File: config.mk
export PLATFORM = sky130hd
export DESIGN_NAME = xlat_walker
export DESIGN_NICKNAME = d
export VERILOG_FILES = /design/src/rtl/xlat_pkg.sv /design/src/rtl/xlat_index_sel.sv /design/src/rtl/xlat_entry_dec.sv /design/src/rtl/xlat_leaf_addr.sv /design/src/rtl/xlat_walker.sv
export SDC_FILE = /design/constraint.sdc
export NUM_CORES = 1
export LEC_CHECK = 0
export CAP_MARGIN = 20
export CORE_ASPECT_RATIO = 0.6
export CORE_UTILIZATION = 45
export CTS_CLUSTER_SIZE = 20
export DETAILED_ROUTE_END_ITERATION = 7
export DONT_BUFFER_PORTS = 1
export RECOVER_POWER = 50
export SETUP_SLACK_MARGIN = 0.4
export SLEW_MARGIN = 0
export SYNTH_ARGS = -nofsm -noshare
export SYNTH_HDL_FRONTEND = slang
export SYNTH_SLANG_ARGS = --single-unit
File: constraint.sdc
create_clock -name clk -period 3.5 [get_ports clk]
set_input_delay 0.175 -clock clk [delete_from_list [all_inputs] [get_ports clk]]
set_output_delay 0.175 -clock clk [all_outputs]
set_load 0.005 [all_outputs]
File: src/rtl/xlat_pkg.sv
package xlat_pkg;

  localparam int ENTRY_BYTES_LOG2 = 3;

  localparam int BIT_PRESENT = 0;
  localparam int BIT_WRITE   = 1;
  localparam int BIT_USER    = 2;
  localparam int BIT_LARGE   = 7;

  typedef enum logic [1:0] {
    ST_IDLE,
    ST_ISSUE,
    ST_WAIT,
    ST_DONE
  } walk_state_t;

  // Width of the page offset for a leaf found at level lvl (1 = base page).
  function automatic int offset_width(input int off_w, input int idx_w, input int lvl);
    return off_w + (lvl - 1) * idx_w;
  endfunction

  // Byte address of an entry inside a table.
  function automatic logic [63:0] entry_byte_addr(input logic [63:0] table_base,
                                                  input logic [15:0] index);
    return table_base + ({48'd0, index} << ENTRY_BYTES_LOG2);
  endfunction

endpackage

File: src/rtl/xlat_index_sel.sv
module xlat_index_sel #(
  parameter int VA_W   = 48,
  parameter int LEVELS = 4,
  parameter int IDX_W  = 9,
  parameter int OFF_W  = 12,
  parameter int LVL_W  = 3
) (
  input  logic [VA_W-1:0]  va,
  input  logic [LVL_W-1:0] lvl,
  output logic [IDX_W-1:0] idx
);

  logic [IDX_W-1:0] field [LEVELS];

  for (genvar g = 0; g < LEVELS; g++) begin : g_field
    assign field[g] = va[OFF_W + g*IDX_W +: IDX_W];
  end

  always_comb begin
    idx = '0;
    for (int k = 0; k < LEVELS; k++) begin
      if (int'(lvl) == k + 1) idx = field[k];
    end
  end

endmodule

File: src/rtl/xlat_entry_dec.sv
module xlat_entry_dec
  import xlat_pkg::*;
#(
  parameter int ENT_W  = 64,
  parameter int PA_W   = 52,
  parameter int OFF_W  = 12,
  parameter int LEVELS = 4,
  parameter int LVL_W  = 3
) (
  input  logic [ENT_W-1:0]      entry,
  input  logic [LVL_W-1:0]      lvl,
  output logic                  present,
  output logic                  can_write,
  output logic                  user_ok,
  output logic                  is_leaf,
  output logic [PA_W-OFF_W-1:0] next_base
);

  logic large_allowed;
  logic last_level;

  assign present       = entry[BIT_PRESENT];
  assign can_write     = entry[BIT_WRITE];
  assign user_ok       = entry[BIT_USER];
  assign next_base     = entry[PA_W-1:OFF_W];
  assign last_level    = (int'(lvl) == 1);
  assign large_allowed = (int'(lvl) >= 2) && (int'(lvl) <= LEVELS - 1);
  assign is_leaf       = present && (last_level || (large_allowed && entry[BIT_LARGE]));

endmodule

File: src/rtl/xlat_leaf_addr.sv
module xlat_leaf_addr
  import xlat_pkg::*;
#(
  parameter int PA_W   = 52,
  parameter int VA_W   = 48,
  parameter int LEVELS = 4,
  parameter int IDX_W  = 9,
  parameter int OFF_W  = 12,
  parameter int LVL_W  = 3
) (
  input  logic [PA_W-OFF_W-1:0] frame,
  input  logic [VA_W-1:0]       va,
  input  logic [LVL_W-1:0]      lvl,
  output logic [PA_W-1:0]       paddr
);

  localparam int SIZES = LEVELS - 1;

  logic [PA_W-1:0] cand [SIZES];

  // One candidate per page size; larger pages take more offset bits from va.
  for (genvar g = 0; g < SIZES; g++) begin : g_size
    localparam int OW = offset_width(OFF_W, IDX_W, g + 1);
    assign cand[g] = {frame[PA_W-OFF_W-1 : OW-OFF_W], va[OW-1:0]};
  end

  always_comb begin
    paddr = '0;
    for (int k = 0; k < SIZES; k++) begin
      if (int'(lvl) == k + 1) paddr = cand[k];
    end
  end

endmodule

File: src/rtl/xlat_walker.sv
module xlat_walker
  import xlat_pkg::*;
#(
  parameter int VA_W   = 48,
  parameter int PA_W   = 52,
  parameter int ENT_W  = 64,
  parameter int LEVELS = 4,
  parameter int IDX_W  = 9,
  parameter int OFF_W  = 12
) (
  input  logic            clk,
  input  logic            rst_n,
  input  logic            req_valid,
  output logic            req_ready,
  input  logic [VA_W-1:0] req_vaddr,
  input  logic [PA_W-1:0] req_root,
  output logic            mem_req_valid,
  input  logic            mem_req_ready,
  output logic [PA_W-1:0] mem_req_addr,
  input  logic            mem_rsp_valid,
  input  logic [ENT_W-1:0] mem_rsp_data,
  output logic            rsp_valid,
  input  logic            rsp_ready,
  output logic [PA_W-1:0] rsp_paddr,
  output logic [2:0]      rsp_level,
  output logic            rsp_fault,
  output logic            rsp_write,
  output logic            rsp_user
);

  localparam int BASE_W = PA_W - OFF_W;
  localparam int LVL_W  = 3;
  localparam int CNT_W  = $clog2(LEVELS + 1);

  walk_state_t       state_q;
  logic [VA_W-1:0]   va_q;
  logic [BASE_W-1:0] base_q;
  logic [LVL_W-1:0]  lvl_q;
  logic              perm_w_q, perm_u_q;
  logic [CNT_W-1:0]  walk_reads;
  logic [PA_W-1:0]   res_paddr_q;
  logic [LVL_W-1:0]  res_lvl_q;
  logic              res_fault_q, res_w_q, res_u_q;

  // Named internal events
  logic              take_req;
  logic              read_issued;
  logic              entry_arrived;
  logic [IDX_W-1:0]  cur_idx;
  logic              ent_present, ent_write, ent_user, ent_leaf;
  logic [BASE_W-1:0] ent_next_base;
  logic [PA_W-1:0]   leaf_paddr;
  logic [63:0]       entry_addr_wide;

  assign req_ready     = (state_q == ST_IDLE);
  assign mem_req_valid = (state_q == ST_ISSUE);
  assign rsp_valid     = (state_q == ST_DONE);
  assign take_req      = req_valid && req_ready;
  assign read_issued   = mem_req_valid && mem_req_ready;
  assign entry_arrived = (state_q == ST_WAIT) && mem_rsp_valid;

  xlat_index_sel #(
    .VA_W(VA_W), .LEVELS(LEVELS), .IDX_W(IDX_W), .OFF_W(OFF_W), .LVL_W(LVL_W)
  ) u_index (
    .va(va_q), .lvl(lvl_q), .idx(cur_idx)
  );

  assign entry_addr_wide = entry_byte_addr(64'({base_q, {OFF_W{1'b0}}}), 16'(cur_idx));
  assign mem_req_addr    = entry_addr_wide[PA_W-1:0];

  xlat_entry_dec #(
    .ENT_W(ENT_W), .PA_W(PA_W), .OFF_W(OFF_W), .LEVELS(LEVELS), .LVL_W(LVL_W)
  ) u_decode (
    .entry(mem_rsp_data), .lvl(lvl_q), .present(ent_present), .can_write(ent_write),
    .user_ok(ent_user), .is_leaf(ent_leaf), .next_base(ent_next_base)
  );

  xlat_leaf_addr #(
    .PA_W(PA_W), .VA_W(VA_W), .LEVELS(LEVELS), .IDX_W(IDX_W), .OFF_W(OFF_W), .LVL_W(LVL_W)
  ) u_leaf (
    .frame(ent_next_base), .va(va_q), .lvl(lvl_q), .paddr(leaf_paddr)
  );

  always_ff @(posedge clk) begin
    if (!rst_n) begin
      state_q     <= ST_IDLE;
      va_q        <= '0;
      base_q      <= '0;
      lvl_q       <= '0;
      perm_w_q    <= 1'b0;
      perm_u_q    <= 1'b0;
      walk_reads  <= '0;
      res_paddr_q <= '0;
      res_lvl_q   <= '0;
      res_fault_q <= 1'b0;
      res_w_q     <= 1'b0;
      res_u_q     <= 1'b0;
    end else begin
      case (state_q)
        ST_IDLE: begin
          if (take_req) begin
            va_q       <= req_vaddr;
            base_q     <= req_root[PA_W-1:OFF_W];
            lvl_q      <= LVL_W'(LEVELS);
            perm_w_q   <= 1'b1;
            perm_u_q   <= 1'b1;
            walk_reads <= '0;
            state_q    <= ST_ISSUE;
          end
        end
        ST_ISSUE: begin
          if (read_issued) begin
            walk_reads <= walk_reads + 1'b1;
            state_q    <= ST_WAIT;
          end
        end
        ST_WAIT: begin
          if (entry_arrived) begin
            if (!ent_present) begin
              res_fault_q <= 1'b1;
              res_lvl_q   <= lvl_q;
              res_paddr_q <= '0;
              res_w_q     <= 1'b0;
              res_u_q     <= 1'b0;
              state_q     <= ST_DONE;
            end else if (ent_leaf) begin
              res_fault_q <= 1'b0;
              res_lvl_q   <= lvl_q;
              res_paddr_q <= leaf_paddr;
              res_w_q     <= perm_w_q & ent_write;
              res_u_q     <= perm_u_q & ent_user;
              state_q     <= ST_DONE;
            end else begin
              base_q   <= ent_next_base;
              lvl_q    <= lvl_q - 1'b1;
              perm_w_q <= perm_w_q & ent_write;
              perm_u_q <= perm_u_q & ent_user;
              state_q  <= ST_ISSUE;
            end
          end
        end
        ST_DONE: begin
          if (rsp_ready) state_q <= ST_IDLE;
        end
        default: state_q <= ST_IDLE;
      endcase
    end
  end

  assign rsp_paddr = res_paddr_q;
  assign rsp_level = res_lvl_q;
  assign rsp_fault = res_fault_q;
  assign rsp_write = res_w_q;
  assign rsp_user  = res_u_q;


  walk_va_frozen_chk: assert property (@(posedge clk) disable iff (!rst_n)
    (state_q != ST_IDLE) |=> $stable(va_q));


  mem_req_hold_chk: assert property (@(posedge clk) disable iff (!rst_n)
    (mem_req_valid && !mem_req_ready) |=> (mem_req_valid && $stable(mem_req_addr)));


  read_bound_chk: assert property (@(posedge clk) disable iff (!rst_n)
    int'(walk_reads) <= LEVELS);


  fault_clean_chk: assert property (@(posedge clk) disable iff (!rst_n)
    (rsp_valid && rsp_fault) |-> (rsp_paddr == '0 && !rsp_write && !rsp_user));


  end_level_reads_chk: assert property (@(posedge clk) disable iff (!rst_n)
    rsp_valid |-> (int'(walk_reads) == LEVELS + 1 - int'(rsp_level)));


  offset_pass_chk: assert property (@(posedge clk) disable iff (!rst_n)
    (rsp_valid && !rsp_fault) |-> (rsp_paddr[OFF_W-1:0] == va_q[OFF_W-1:0]));


  rsp_hold_chk: assert property (@(posedge clk) disable iff (!rst_n)
    (rsp_valid && !rsp_ready) |=> (rsp_valid && $stable(rsp_paddr) && $stable(rsp_level)
      && $stable(rsp_fault) && $stable(rsp_write) && $stable(rsp_user)));

endmodule

## After elaboration in Yosys (flattened, before gate mapping)

Cells that the tools add are included.

- Add/sub/neg operators: 2
- $mul: 0
- Divide/modulo/power cells: 0
- Order comparisons: 2
- Eq/ne operators: 14
- Shift-type cells: 0
- Mux-type cells: 43
- Bitwise logic cells: 2
- Reduce and logical (&&, ||, !) cells: 13

Operators with widths:

| operator | number |
|---|---|
| $mux 52 | 5 |
| $mux 40 | 4 |
| $pmux 40 s2 | 1 |
| $add 52x12->52 | 1 |
| $mux 9 | 4 |
| $mux 3 | 6 |
| $mux 1 | 13 |
| $mux 2 | 6 |
| $eq 3x3->1 const B | 3 |
| $ne 2x1->1 const B | 4 |
| $pmux 2 s4 | 1 |
| $logic_and 1x1->1 | 6 |
| $ne 2x2->1 const B | 3 |
| $pmux 3 s2 | 1 |
| $reduce_and 5->1 | 1 |
| $eq 2x2->1 const B | 2 |
| $pmux 1 s2 | 2 |
| $reduce_and 4->1 | 1 |
| $eq 3x2->1 const B | 1 |
| $ge 3x2->1 const B | 1 |
| $le 3x2->1 const B | 1 |
| $reduce_and 3->1 | 1 |
| $sub 3x1->3 const B | 1 |
| $and 1x1->1 | 2 |
| other kinds (5) | 5 |

- Register bits after elaboration: 153
- Latch bits: 0
- Bits in writable memories: 0
- ROM bits: 0
- Input port bits: 170
- Word-level logic and storage cells: 87
- Memories kept: 0

## Longest topological paths before layout

- Word-level depth: 9
- Gate-level depth with buffers: 10
- Depth with buffers taken out: 6

## Modules after synthesis

A second synthesis with hierarchy kept.

- Cells, all modules: 911
- Area total of the unflattened synthesis: 7853.8 µm²

By module, submodules not included:

| module | times used | cells each | area an instance (µm²) | sequential area each (µm²) |
|---|---|---|---|---|
| xlat_walker | 1 | 720 | 6391.1 | 3062.9 |
| xlat_leaf_addr | 1 | 101 | 681.9 | 0.0 |
| xlat_index_sel | 1 | 45 | 435.4 | 0.0 |
| xlat_entry_dec | 1 | 45 | 345.3 | 0.0 |

## Worst setup path before layout

Ideal clock, no wire load.

- Path kind: flip-flop to flip-flop
- From: register lvl_q[0]
- To: register res_paddr_q[10], in the netlist rsp_paddr[10]
- Arrival time: 1762 ps
- Required time: 3374 ps
- Slack: 1612 ps
- Stages on the path, launching flop included: 11
- Path buffers: 4
- Clock period less this slack: 1888 ps
- Cells stage by stage: dfxtp_1 > inv_1 > ha_1 > clkbuf_1 > or2_1 > clkbuf_1 > o21a_1 > buf_2 > buf_2 > nand2_1 > mux2i_1

- Longest elaborated chain between the ends: 7
- Elaborated cells on any way between the ends: 16
- Classes of those cells: order compare (2); eq/ne (4); mux (5); reduce/logical (5)

Ends and longest elaborated chain:

| what | RTL line | RTL |
|---|---|---|
| start: declaration | xlat_walker.sv:38 | `logic [LVL_W-1:0] lvl_q;` |
| start signal: assignment | xlat_walker.sv:104 | `lvl_q <= LVL_W'(LEVELS);` |
| start signal: assignment | xlat_walker.sv:135 | `lvl_q <= lvl_q - 1'b1;` |
| $ge 3x2->1 / $le 3x2->1 (equally long branches) | xlat_entry_dec.sv:27 | `assign large_allowed = (int'(lvl) >= 2) && (int'(lvl) <= LEVELS - 1);` |
| $logic_and 1x1->1 | xlat_entry_dec.sv:27 |  |
| $logic_and 1x1->1 | xlat_entry_dec.sv:28 | `assign is_leaf = present && (last_level \|\| (large_allowed && entry[BIT_LARGE]));` |
| $logic_or 1x1->1 | xlat_entry_dec.sv:28 |  |
| $logic_and 1x1->1 | xlat_entry_dec.sv:28 |  |
| $ne 2x1->1 (no line) | - |  |
| $reduce_and 3->1 (no line) | - |  |
| end signal: assignment | xlat_walker.sv:129 | `res_paddr_q <= leaf_paddr;` |
| end: declaration | xlat_walker.sv:41 | `logic [PA_W-1:0] res_paddr_q;` |

Several ways; a longest one is shown, not always the timed one. The select of a mux whose other input is x is not followed.
A chain may end at the register's enable or synchronous reset.

## Worst setup path in the final report

- From: register lvl_q[0]
- To: register res_lvl_q[2], in the netlist rsp_level[2]

- Longest elaborated chain between the ends: 7
- Elaborated cells on any way between the ends: 9
- Classes of those cells: order compare (2); eq/ne (2); reduce/logical (5)

Ends and longest elaborated chain:

| what | RTL line | RTL |
|---|---|---|
| $ge 3x2->1 / $le 3x2->1 (equally long branches) | xlat_entry_dec.sv:27 |  |
| $logic_and 1x1->1 | xlat_entry_dec.sv:27 |  |
| $logic_and 1x1->1 | xlat_entry_dec.sv:28 |  |
| $logic_or 1x1->1 (*) | xlat_entry_dec.sv:28 |  |
| $logic_and 1x1->1 (*) | xlat_entry_dec.sv:28 |  |
| $ne 2x1->1 (no line) (*) | - |  |
| $reduce_and 3->1 (no line) (*) | - |  |
| end signal: assignment | xlat_walker.sv:121 | `res_lvl_q <= lvl_q;` |
| end signal: assignment | xlat_walker.sv:128 | `res_lvl_q <= lvl_q;` |
| end: declaration | xlat_walker.sv:42 | `logic [LVL_W-1:0] res_lvl_q;` |

Mark *: on every way between the ends. The rest lies on a longest branch, timed or not.

==> results.py <==
metrics = {
    "critical_path": {
        "r2r_cells": 8,
        "start_kind": "register",
        "cp_slowest_stage_delay_ns": 0.54,
        "crit_path_end": "rsp_level[2]$_SDFFE_PN0P_",
        "crit_type": "register to register",
        "critPathBufInv": 3,
        "crit_cells": 8,
        "startpoint": "lvl_q[0]$_SDFFE_PN0P_",
        "critical-path-top-delay-family": "buffers and inverters",
        "reg2reg_to": "rsp_level[2]$_SDFFE_PN0P_",
        "slowest_stage": "dlygate4sd3_1",
        "critPathCaptureType": "register",
        "path_cells": "inv_1 > ha_1 > buf_4 > nor2_1 > o311ai_4 > nand3_4 > a31o_1 > dlygate4sd3_1",
        "rr_startpoint": "lvl_q[0]$_SDFFE_PN0P_",
        "required_ns": 3.80,
        "rrSetupSlack_ns": 0.70,
        "critPathMaxFanout": 29,
        "critPathArrivalTime_ns": 3.11,
    },
    "floorplan": {
        "die_w_um": 163.4,
        "start_util_pct": 47.26,
        "core_sq_um": 14890,
        "fp-row-count": 34,
        "die_h_um": 98.86,
        "die_area_sq_um": 16160,
        "io_pins": 283,
    },
    "yosys": {
        "synth_top_family_by_area": "multiplexers",
        "syn_area_per_cell_sq_um": 8.397,
        "ys_types": 33,
        "synthMuxAreaShare_pct": 21.78,
        "synth_seq_cells": 153,
        "synth_area_leaders": "dfxtp_1 (44%), nand2_1 (16%), mux2i_1 (14%)",
        "yosys.area_share.adder_pct": 0.8890,
        "synth_area_leader_cell": "dfxtp_1",
        "synthCells": 838,
        "async_reset_ff_share_pct": 0,
        "synth_top_area_share_pct": 43.53,
        "synth-xor-area-share_pct": 0,
        "synth_warnings": 0,
        "synth_edf_count": 0,
        "synth.cell_area_sq_um": 7037,
        "synth.most_common_cell": "nand2_1",
        "synth_compound_gate_area_share_pct": 8.393,
        "ys_seq_area_share_pct": 43.53,
        "synthSimpleGateAreaFrac_pct": 20.23,
        "synth_commonest_cells": "nand2_1 (308), dfxtp_1 (153), mux2i_1 (98)",
        "ys.flop_type": "dfxtp_1",
    },
    "flow_run": {
        "max-cap-violations": 1,
    },
    "run_status": {
        "run_status": "complete, but fails checks",
        "failed_checks": "capacitance limit, slew limit",
    },
    "clock_network": {
        "root_buffer": "clkbuf_16",
        "clk_latency_ns": 0.41,
        "path_clk_slew_ns": 0.07,
        "cts_tree": "yes",
        "clockBufferDepth": 2,
        "cts_made_buffers": 17,
        "htree_levels": 4,
        "cts.sinks": 153,
        "post_cts_buffers": 0,
    },
    "layout": {
        "final_nets": 1056,
        "syn2layout_area_growth_pct": 20.66,
        "final_cells": 1092,
        "drive_gt1_share_pct": 10.85,
        "antennaDiodeCount": 0,
    },
    "drt": {
        "route.detailed.drc": 0,
        "initialDrtViolationCount": 362,
        "drt_pre_antenna_iters": 5,
        "drt-vias-per-instance": 5.451,
        "wire_per_inst_um": 18.11,
        "drtAntennaViolNets": 0,
        "drt-total-wl_um": 19780,
        "vias": 5953,
    },
    "placement": {
        "gp_congestion": 0.8204,
        "port_buffers": 0,
        "placed_cells": 976,
        "dp_hpwl_um": 12990,
    },
    "sta": {
        "worst_pin_slew_ns": 1.802,
        "setup_viol": 0,
        "rsz0062_at_grt": "no",
        "setup-tns-final_ns": 0,
        "post-route-period-util_pct": 80.08,
        "maxSlewViolCount": 52,
        "hold_violations": 0,
        "finClkSkew_ns": 0.01223,
        "relSlewSlack_pct": -20.16,
        "fmax_mhz": 356.8,
        "min_period_ns": 2.803,
    },
    "grt": {
        "grt-ovfl-total": 0,
        "antenna_found_initial": 0,
        "grtUsageTotal_pct": 24.27,
        "grt_max_degree": 139,
        "grt_pass1_wl_um": 30420,
        "grt_pass1_vias": 5762,
    },
    "pwr": {
        "p_leak_uw": 0.003524,
        "p_per_area_nw_per_um2": 510.3,
        "irDropWorstVdd_uv": 319.9,
    },
    "min_path": {
        "min_path_type": "input pin to register",
    },
}
-- placed cells by master, fill, tap and decap left out, drive strengths merged, types with 5 or more instances in the layout --
| cell type | instances |
|---|---|
| clkinvlp | 6 |
| nand3b | 10 |
| a21oi | 68 |
| dfxtp | 153 |
| inv | 7 |
| dlygate4sd3 | 82 |
| nand2 | 308 |
| clkbuf | 20 |
| o21ai | 29 |
| buf | 9 |
| mux2 | 49 |
| nand3 | 12 |
| ha | 5 |
| mux2i | 98 |
-- registers in the layout, summed over array words and instances, names as in the netlist, 2 cells and up --
signal	count
lvl_q	3
va_q	48
base_q	40
rsp_level	3
rsp_paddr	52
state_q	2
-- cells by family after synthesis --
family | Yosys count
adder cells (fa/ha/maj) | 5
multiplexers | 147
AO/OA/AOI/OAI | 107
AND/OR/NAND/NOR | 351
other | 1
flip-flops | 153
buffers and inverters | 74
-- area by class of cell --
| type | count | area [sq um] |
|---|---|---|
| clock buffer | 20 | 446.7 |
| multi-input combinational | 614 | 3657 |
| clock inverter | 12 | 140.1 |
| inverter | 4 | 15.01 |
| timing repair buffer | 91 | 920.9 |
| fill | 1302 | 6399 |
| sequential | 153 | 3063 |
| tap | 198 | 247.7 |
-- report_power, final --
part / switching [uW] / internal, uW
clock: 756 / 1080
sequential: 95.9 / 1850
combinational: 296 / 256
total: 1150 / 3180
-- routing by layer --
layer	track usage, %	wire length, um	share of wire [%]	up-vias
li1	-	-	-	2866
met3	7.492	1703	8.6	23
met2	40.58	9394	47	217
met5	0	0	0	-
met4	7.261	229	1.2	0
met1	29.88	8449	43	2847
-- how the worst min path moves through the flow --
| stage | startpoint | to | slack, ns | cells after the start |
|---|---|---|---|---|
| 6_report | rsp_ready | state_q[0]$_SDFFE_PN0P_ | 0.02 | 3 |
| 5_1_grt | mem_rsp_data[17] | rsp_paddr[17]$_SDFFE_PN0P_ | 0.04 | 4 |
| 4_1_cts | rsp_ready | state_q[0]$_SDFFE_PN0P_ | 0.002 | 3 |
| 3_5_place_dp | req_vaddr[1] | va_q[1]$_SDFFE_PN0P_ | 0.32 | 2 |
| 3_3_place_gp | req_vaddr[26] | va_q[26]$_SDFFE_PN0P_ | 0.32 | 2 |
| 2_1_floorplan | req_vaddr[0] | va_q[0]$_SDFFE_PN0P_ | 0.31 | 2 |
-- tightest hold or removal path, delay by kind of cell --
| kind | cells | cell delay [ns] |
|---|---|---|
| AND/OR/NAND/NOR | 1 | 0.04 |
| AO/OA/AOI/OAI | 2 | 0.15 |
-- per-stage QoR --
step	instance area [sq um]	hold WS [ns]	worst slack (ns)	total power (uW)	utilization, %
final	8491	0.02168	0.6972	4333	57.03
after global routing	8491	0.04412	0.4976	4513	57.03
after CTS	8476	0.001871	0.4839	4357	56.92
after detailed placement	7041	0.3185	0.8767	2432	47.29
after global placement	7041	0.3155	0.9855	2414	47.29
after floorplan	7044	0.3110	1.612	2363	-
-- what timing repair did --
| action | 4_1_cts | 5_1_grt |
|---|---|---|
| hold buffers | 83 | 0 |
| hold endpoints to repair | 150 | 0 |
| gates resized for setup | 0 | 1 |
| setup endpoints to repair | 0 | 9 |
No activity file was read; power rests on OpenSTA's default activity.
